[src/rtl/pfx_pkg.sv]
package pfx_pkg;

    localparam logic [3:0] CMD_MEM_READ = 4'b0110;

    typedef enum logic {
        TGT_IDLE = 1'b0,
        TGT_BUSY = 1'b1
    } tgt_state_e;

    // Result of decoding one address phase
    typedef struct packed {
        logic        hit;
        logic [29:0] dw;
    } claim_t;

    function automatic logic addr_in_window(input logic [31:0] a,
                                            input logic [31:0] base,
                                            input logic [31:0] size);
        logic [31:0] off;
        off = a - base;
        return off < size;
    endfunction

    function automatic logic is_page_last(input logic [29:0] dw,
                                          input int unsigned page_dw);
        logic [29:0] mask;
        mask = 30'(page_dw - 1);
        return (dw & mask) == mask;
    endfunction

endpackage

[src/rtl/pfx_fifo.sv]
module pfx_fifo #(
    parameter int WIDTH = 32,
    parameter int DEPTH = 16
) (
    input  logic                         clk,
    input  logic                         rst,
    input  logic                         flush,
    input  logic                         push,
    input  logic [WIDTH-1:0]             din,
    input  logic                         pop,
    output logic [WIDTH-1:0]             dout,
    output logic                         empty,
    output logic                         full,
    output logic [$clog2(DEPTH+1)-1:0]   count
);
    localparam int CW = $clog2(DEPTH + 1);
    localparam int PW = (DEPTH > 1) ? $clog2(DEPTH) : 1;

    logic [WIDTH-1:0] store [DEPTH];
    logic [PW-1:0]    rd_ptr, wr_ptr;
    logic             wr_en, rd_en;

    function automatic logic [PW-1:0] step(input logic [PW-1:0] p);
        return (p == PW'(DEPTH - 1)) ? '0 : p + PW'(1);
    endfunction

    assign empty = (count == '0);
    assign full  = (count == CW'(DEPTH));
    assign wr_en = push && !full;
    assign rd_en = pop && !empty;
    assign dout  = store[rd_ptr];

    always_ff @(posedge clk) begin
        if (rst || flush) begin
            rd_ptr <= '0;
            wr_ptr <= '0;
            count  <= '0;
        end else begin
            if (wr_en) wr_ptr <= step(wr_ptr);
            if (rd_en) rd_ptr <= step(rd_ptr);
            count <= count + CW'(wr_en) - CW'(rd_en);
        end
    end

    always_ff @(posedge clk) begin
        if (wr_en && !flush) store[wr_ptr] <= din;
    end

    // the credit scheme upstream must never push into a full queue
    p_no_overflow_r4: assert property (@(posedge clk) disable iff (rst)
        push |-> !full);
    // words leave only when present, keeping order intact
    p_no_underflow_r6: assert property (@(posedge clk) disable iff (rst)
        pop |-> !empty);

endmodule

[src/rtl/pfx_decode.sv]
module pfx_decode
    import pfx_pkg::*;
#(
    parameter logic [31:0] WIN_BASE = 32'h0010_0000,
    parameter logic [31:0] WIN_SIZE = 32'h0010_0000
) (
    input  logic        idle,
    input  logic        frame_n,
    input  logic        frame_q,
    input  logic        irdy_n,
    input  logic [31:0] ad_in,
    input  logic [3:0]  cbe_n,
    output claim_t      claim
);
    logic addr_phase;

    // Falling FRAME# on an idle bus marks the address phase
    assign addr_phase = idle && !frame_n && frame_q && irdy_n;

    always_comb begin
        claim.hit = addr_phase && (cbe_n == CMD_MEM_READ)
                    && addr_in_window(ad_in, WIN_BASE, WIN_SIZE);
        claim.dw  = ad_in[31:2];
    end

endmodule

[src/rtl/pfx_fetch.sv]
module pfx_fetch
    import pfx_pkg::*;
#(
    parameter int CAP     = 26,
    parameter int PAGE_DW = 1024,
    parameter int CW      = $clog2(CAP + 1)
) (
    input  logic          clk,
    input  logic          rst,
    input  logic          start,
    input  logic [29:0]   start_dw,
    input  logic          run,
    input  logic          frame_n,
    input  logic          wr_empty,
    input  logic [CW-1:0] occ,
    input  logic          flush,
    input  logic          req_ready,
    input  logic          rsp_valid,
    output logic          req_valid,
    output logic [31:0]   req_addr,
    output logic          rsp_keep
);
    logic [29:0]   fetch_dw;
    logic          fetch_done;
    logic [CW-1:0] pend, disc, pend_nx;
    logic [CW:0]   total;
    logic          room, demand_ok, issue, rsp_drop;

    assign total     = {1'b0, occ} + {1'b0, pend};
    assign room      = total < (CW+1)'(CAP);
    // after the final phase is signalled only the one missing word is fetched
    assign demand_ok = !frame_n || (total == '0);
    assign req_valid = run && !flush && wr_empty && !fetch_done
                       && (disc == '0) && room && demand_ok;
    assign req_addr  = {fetch_dw, 2'b00};
    assign issue     = req_valid && req_ready;
    assign rsp_drop  = rsp_valid && (disc != '0);
    assign rsp_keep  = rsp_valid && (disc == '0);
    assign pend_nx   = pend + CW'(issue) - CW'(rsp_valid);

    always_ff @(posedge clk) begin
        if (rst) begin
            fetch_dw   <= '0;
            fetch_done <= 1'b1;
            pend       <= '0;
            disc       <= '0;
        end else begin
            pend <= pend_nx;
            // everything still in flight at the end of a burst is stale
            disc <= flush ? pend_nx : disc - CW'(rsp_drop);
            if (start) begin
                fetch_dw   <= start_dw;
                fetch_done <= 1'b0;
            end else if (flush) begin
                fetch_done <= 1'b1;
            end else if (issue) begin
                fetch_dw <= fetch_dw + 30'd1;
                if (is_page_last(fetch_dw, PAGE_DW)) fetch_done <= 1'b1;
            end
        end
    end

    // buffered plus outstanding words stay within the pooled capacity
    p_capacity_r4: assert property (@(posedge clk) disable iff (rst)
        ({1'b0, occ} + {1'b0, pend}) <= (CW+1)'(CAP));
    // no read may overtake a pending posted write
    p_write_gate_r10: assert property (@(posedge clk) disable iff (rst)
        req_valid |-> wr_empty);

endmodule

[src/rtl/pci_rd_prefetch.sv]
module pci_rd_prefetch
    import pfx_pkg::*;
#(
    parameter logic [31:0] WIN_BASE   = 32'h0010_0000,
    parameter logic [31:0] WIN_SIZE   = 32'h0010_0000,
    parameter int          PAGE_BYTES = 4096,
    parameter int          BUS_DEPTH  = 16,
    parameter int          MEM_DEPTH  = 10
) (
    input  logic        clk,
    input  logic        rst,
    input  logic        frame_n,
    input  logic        irdy_n,
    input  logic [31:0] ad_in,
    input  logic [3:0]  cbe_n,
    input  logic        wr_empty,
    output logic        devsel_n,
    output logic        trdy_n,
    output logic        stop_n,
    output logic        tgt_oe,
    output logic [31:0] ad_out,
    output logic        ad_oe,
    output logic        mem_req_valid,
    input  logic        mem_req_ready,
    output logic [31:0] mem_req_addr,
    input  logic        mem_rsp_valid,
    input  logic [31:0] mem_rsp_data
);
    localparam int PAGE_DW = PAGE_BYTES / 4;
    localparam int CAP     = BUS_DEPTH + MEM_DEPTH;
    localparam int CW      = $clog2(CAP + 1);
    localparam int BCW     = $clog2(BUS_DEPTH + 1);
    localparam int MCW     = $clog2(MEM_DEPTH + 1);

    tgt_state_e  state;
    logic        frame_q;
    logic [29:0] out_dw;
    claim_t      claim;
    logic        busy;

    logic [31:0]    mem_dout, bus_dout;
    logic           mem_empty, mem_full, bus_empty, bus_full;
    logic [MCW-1:0] mem_cnt;
    logic [BCW-1:0] bus_cnt;
    logic [CW-1:0]  occ;
    logic           rsp_keep, mv, trdy_act, stop_act, page_end, xfer, tx_end;

    assign busy = (state == TGT_BUSY);

    pfx_decode #(
        .WIN_BASE (WIN_BASE),
        .WIN_SIZE (WIN_SIZE)
    ) u_dec (
        .idle    (!busy),
        .frame_n (frame_n),
        .frame_q (frame_q),
        .irdy_n  (irdy_n),
        .ad_in   (ad_in),
        .cbe_n   (cbe_n),
        .claim   (claim)
    );

    pfx_fetch #(
        .CAP     (CAP),
        .PAGE_DW (PAGE_DW),
        .CW      (CW)
    ) u_fetch (
        .clk       (clk),
        .rst       (rst),
        .start     (claim.hit),
        .start_dw  (claim.dw),
        .run       (busy),
        .frame_n   (frame_n),
        .wr_empty  (wr_empty),
        .occ       (occ),
        .flush     (tx_end),
        .req_ready (mem_req_ready),
        .rsp_valid (mem_rsp_valid),
        .req_valid (mem_req_valid),
        .req_addr  (mem_req_addr),
        .rsp_keep  (rsp_keep)
    );

    // memory-facing stage of the pooled store
    pfx_fifo #(
        .WIDTH (32),
        .DEPTH (MEM_DEPTH)
    ) u_memq (
        .clk   (clk),
        .rst   (rst),
        .flush (tx_end),
        .push  (rsp_keep),
        .din   (mem_rsp_data),
        .pop   (mv),
        .dout  (mem_dout),
        .empty (mem_empty),
        .full  (mem_full),
        .count (mem_cnt)
    );

    // bus-facing stage; its head is what the master sees
    pfx_fifo #(
        .WIDTH (32),
        .DEPTH (BUS_DEPTH)
    ) u_busq (
        .clk   (clk),
        .rst   (rst),
        .flush (tx_end),
        .push  (mv),
        .din   (mem_dout),
        .pop   (xfer),
        .dout  (bus_dout),
        .empty (bus_empty),
        .full  (bus_full),
        .count (bus_cnt)
    );

    assign mv       = !mem_empty && !bus_full;
    assign occ      = CW'(bus_cnt) + CW'(mem_cnt);
    assign trdy_act = busy && !bus_empty;
    assign xfer     = trdy_act && !irdy_n;
    assign page_end = is_page_last(out_dw, PAGE_DW);
    assign stop_act = trdy_act && page_end;
    assign tx_end   = busy && ((xfer && (frame_n || page_end))
                               || (frame_n && irdy_n));

    always_ff @(posedge clk) begin
        if (rst) begin
            state   <= TGT_IDLE;
            frame_q <= 1'b1;
            out_dw  <= '0;
        end else begin
            frame_q <= frame_n;
            if (claim.hit) begin
                state  <= TGT_BUSY;
                out_dw <= claim.dw;
            end else begin
                if (tx_end) state <= TGT_IDLE;
                if (xfer) out_dw <= out_dw + 30'd1;
            end
        end
    end

    assign devsel_n = !busy;
    assign trdy_n   = !trdy_act;
    assign stop_n   = !stop_act;
    assign tgt_oe   = busy;
    assign ad_out   = bus_dout;
    assign ad_oe    = trdy_act;

    // a decoded claim shows up on DEVSEL# one clock later
    p_claim_r1: assert property (@(posedge clk) disable iff (rst)
        claim.hit |=> !devsel_n);
    // a fresh claim never offers data in its first clock
    p_first_wait_r7: assert property (@(posedge clk) disable iff (rst)
        $rose(busy) |-> trdy_n);
    // the store is empty after every transaction end
    p_flushed_r8: assert property (@(posedge clk) disable iff (rst)
        tx_end |=> (bus_empty && mem_empty));
    // a disconnect always carries data with it
    p_stop_with_data_r9: assert property (@(posedge clk) disable iff (rst)
        !stop_n |-> (!trdy_n && ad_oe));

endmodule

[config.mk]
export PLATFORM = sky130hd
export DESIGN_NAME = pci_rd_prefetch
export DESIGN_NICKNAME = d
export VERILOG_FILES = /design/src/rtl/pfx_pkg.sv /design/src/rtl/pfx_fifo.sv /design/src/rtl/pfx_decode.sv /design/src/rtl/pfx_fetch.sv /design/src/rtl/pci_rd_prefetch.sv
export SDC_FILE = /design/constraint.sdc
export NUM_CORES = 1
export LEC_CHECK = 0
export CORE_UTILIZATION = 45
export DETAILED_ROUTE_END_ITERATION = 10
export PLACE_DENSITY = 0.65
export SYNTH_ARGS = -nofsm -noshare
export SYNTH_HDL_FRONTEND = slang
export SYNTH_SLANG_ARGS = --single-unit
[constraint.sdc]
create_clock -name clk -period 7.5 [get_ports clk]
set_clock_uncertainty 0.05 [all_clocks]
set_input_delay 1.5 -clock clk [delete_from_list [all_inputs] [get_ports clk]]
set_output_delay 1.5 -clock clk [all_outputs]
set_load 0.005 [all_outputs]
==> run_results.csv <==
group,metric,value,unit
clock_tree,cts_setup_buffers,0,
synth,ys_ff_latch,918,
die,start_util,0.457,
drt,vias,18372,
clock_tree,cts_tree,"yes",
setup_path,slowest_delay,0.50,ns
placed_design,io_buffers,140,
sta,slew_headroom,0.0550,
die,num_rows,103,
global_route,track_usage,0.192,
synth,synth_area,0.0364,mm²
drt,drt-initial-drc-count,1397,
setup_path,cp-end-kind,"primary output",
setup_path,crit_slowest_cell,"clkdlybuf4s50_1",
final_layout,multi_input_area,0.00933,mm²
setup_path,critical_path.cell_chain,"ha_1 > fa_1 > a21o_1 > a21oi_1 > xnor2_1 > ha_1 > inv_1 > and3_1 > o21ai_0 > a221oi_2 > buf_4 > and3_1 > clkdlybuf4s50_1",
power_and_ir_drop,pwr-share-seq,0.478,
power_and_ir_drop,cellPowerDensity,336,mW/mm²
die,pin_count,145,
sta,slew_viol_final,0,
sta,fmax,0.177,GHz
sta,setup_viol,0,
setup_path,critPathRequiredTime,5.95,ns
final_layout,design_area,0.0423,mm²
synth,ys_warn_count,0,
synth,synthFlopType,"edfxtp_1",
drt,wirelength,77100,µm
power_and_ir_drop,power.switching,3.92,mW
synth,synthTopCellsByArea,"edfxtp_1 69%, mux4_2 14%, dfxtp_1 4.7%",
clock_tree,cts.path.max_buffers,3,
status,outcome,"complete, no violations",
synth,synth_area_per_cell,19.2,µm²
power_and_ir_drop,vdd_drop_max,219,µV
placed_design,gp_congestion,0.836,
power_and_ir_drop,sw_frac_of_total,0.276,
die,fp.dieH,286,µm
power_and_ir_drop,clkPwrFrac,0.312,
clock_tree,numCtsBuffers,92,
global_route,antenna_found_initial,9,
sta,period_minus_slack,5.66,ns
clock_tree,numClockSinks,918,
sta,setup_slack,1.84,ns
synth,async_flop_share,0,
synth,netlist.area_leader.share,0.687,
sta,hold_viol_final,0,
drt,viasPerCell,5.72,
global_route,grt_pass1_wl,118000,µm
job,max_cap_viol_count,0,
placed_design,dp_hpwl,43600,µm
sta,worst_hold_slack,0.458,ns
drt,drc,0,
drt,dr.pass1.iters,4,
synth,yosysSeqAreaShare,0.734,
final_layout,seq_area,0.0267,mm²
final_layout,area_delta_synth_final,16.3,%
setup_path,path_class,"reg -> out",
clock_tree,hold_buffers,0,
drt,wl_per_cell,24.0,µm
power_and_ir_drop,pwr-share-comb,0.210,
setup_path,arrival,4.11,ns
die,dieArea,0.0820,mm²
sta,period_share,0.755,
clock_tree,clk_latency,0.65,ns
clock_tree,htree_levels,3,
power_and_ir_drop,power,14.2,mW
synth,yosysUniqueCellTypes,60,
global_route,grt_overflow_total,0,
sta,rsz0062_at_grt,"false",
placed_design,place_ws,2.19,ns
clock_tree,path_clk_slew,0.06,ns
synth,netlist_instances,1892,
global_route,first_global_vias,19286,
sta,tns,0,ns
final_layout,drive_above_1_share,0.210,
setup_path,start_kind,"register",
hold_path,min_path_type,"reg -> reg",
final_layout,fillers,6125,
sta,worst_slew_pin_slew,1.42,ns
placed_design,place_area,0.0393,mm²
final_layout,fin_nets,2195,
synth,synth_edf_count,832,
clock_tree,clock-root-buffer,"clkbuf_16",
power_and_ir_drop,internal_power,10.3,mW
setup_path,cp_max_fo,22,
drt,ant_nets,0,
clock_tree,cts-resized-gates,0,
die,die_w,286,µm
global_route,grt_max_degree,69,
synth,synth_top_area_cell,"edfxtp_1",
power_and_ir_drop,power_leakage,13.1,nW
die,core_area,0.0795,mm²
## registers in the layout, summed over array words and instances, names as in the netlist, named ones only
register,flops
u_memq.rd_ptr,4
out_dw,10
u_busq.count,5
u_busq.wr_ptr,4
frame_q,1
u_fetch.fetch_done,1
u_busq.store,512
u_fetch.fetch_dw,30
u_memq.store,320
u_busq.rd_ptr,4
u_memq.wr_ptr,4
u_memq.count,4
u_fetch.disc,5
tgt_oe,1
u_fetch.pend,5
## worst max-delay path: cells and delay by family, from the launching register on
family                     cells  cell delay (ns)
adders and majority gates      3             0.96
buffers and inverters          3             0.89
AOI/OAI and AO/OA              4             0.75
and+or+nand+nor                2             0.36
DFF                            1             0.35
xor gates and xnor gates       1             0.16
## power by group through the flow
stage               sequential, mW  clock, mW  combinational [mW]
global placement              6.87          0                2.84
floorplan                     6.81          0                1.89
global route                  6.83       4.73                3.28
CTS                           6.80       4.52                2.98
detailed placement            6.90          0                2.97
finish                        6.79       4.43                2.98
## cells by family after synthesis
family                     after synthesis  share of synthesized area
other                                    1                   0.000103
adders and majority gates               40                     0.0148
and+or+nand+nor                        309                     0.0454
xor gates and xnor gates                29                    0.00698
muxes                                  260                      0.149
DFF                                    918                      0.734
buffers and inverters                  139                     0.0146
AOI/OAI and AO/OA                      196                     0.0352
## cells in the final DEF, fill, tap and decap left out, types with 35 or more instances in the layout
cell type and instances:
edfxtp_1 832, mux4_2 224, clkdlybuf4s50_1 140, clkbuf_16 92, dfxtp_1 78, a21oi_1 71, nor2_1 62, buf_4 47
a211oi_1 40, inv_1 39, nor2b_1 37, mux2i_1 36, ha_1 35
## cell usage after synthesis (all sizes together), types with 3 or more instances
cell / number
edfxtp: 832
mux4: 224
dfxtp: 86
nor2: 80
a21oi: 74
clkbuf: 74
a211oi: 40
inv: 39
nor2b: 37
mux2i: 36
ha: 35
nand2: 34
nand3: 31
nor3: 29
buf: 26
nand4: 19
o21ai: 18
or4: 16
xor2: 15
xnor2: 14
o31ai: 12
or3: 10
a21o: 9
a31oi: 9
nand2b: 9
and4: 8
nand3b: 8
nor4: 8
o21bai: 6
and3: 5
fa: 5
a311oi: 4
and2: 4
nor4b: 4
a2111o: 3
a221oi: 3
o311a: 3
or2: 3
## layer usage
layer,GRT usage,vias up,part of all wire
li1,-,8139,-
met1,0.255,9607,0.42
met2,0.321,500,0.50
met3,0.0358,118,0.055
met4,0.0630,8,0.025
met5,0,-,0.00053
## path summary, 6_finish.rpt
kind	from	end	slack, ns	cells past startpoint
setup / recovery	u_busq.count[0]	mem_req_valid	1.84	13
hold / removal	u_fetch.fetch_dw[29]	u_fetch.fetch_dw[29]	0.46	2
setup reg to reg	u_busq.count[0]	u_fetch.disc[4]	2.97	19
hold reg to reg	u_fetch.fetch_dw[29]	u_fetch.fetch_dw[29]	0.46	2
## area by class of cell
| cell class | count | area share |
|---|---|---|
| Antenna cell | 6 | 0.000355 |
| Clock buffer | 110 | 0.0563 |
| Clock inverter | 59 | 0.0128 |
| Inverter | 39 | 0.00346 |
| Multi-Input combinational cell | 836 | 0.221 |
| Sequential cell | 918 | 0.632 |
| Tap cell | 1050 | 0.0311 |
| Timing Repair Buffer | 193 | 0.0435 |
## per-stage QoR
stage / cells / util
after global routing: 3210 / 0.532
after detailed placement: 3032 / 0.494
after CTS: 3201 / 0.531
final: 3211 / 0.532
after floorplan: 1893 / -
after global placement: 3032 / 0.494
Power figures use the tool's default switching activity.
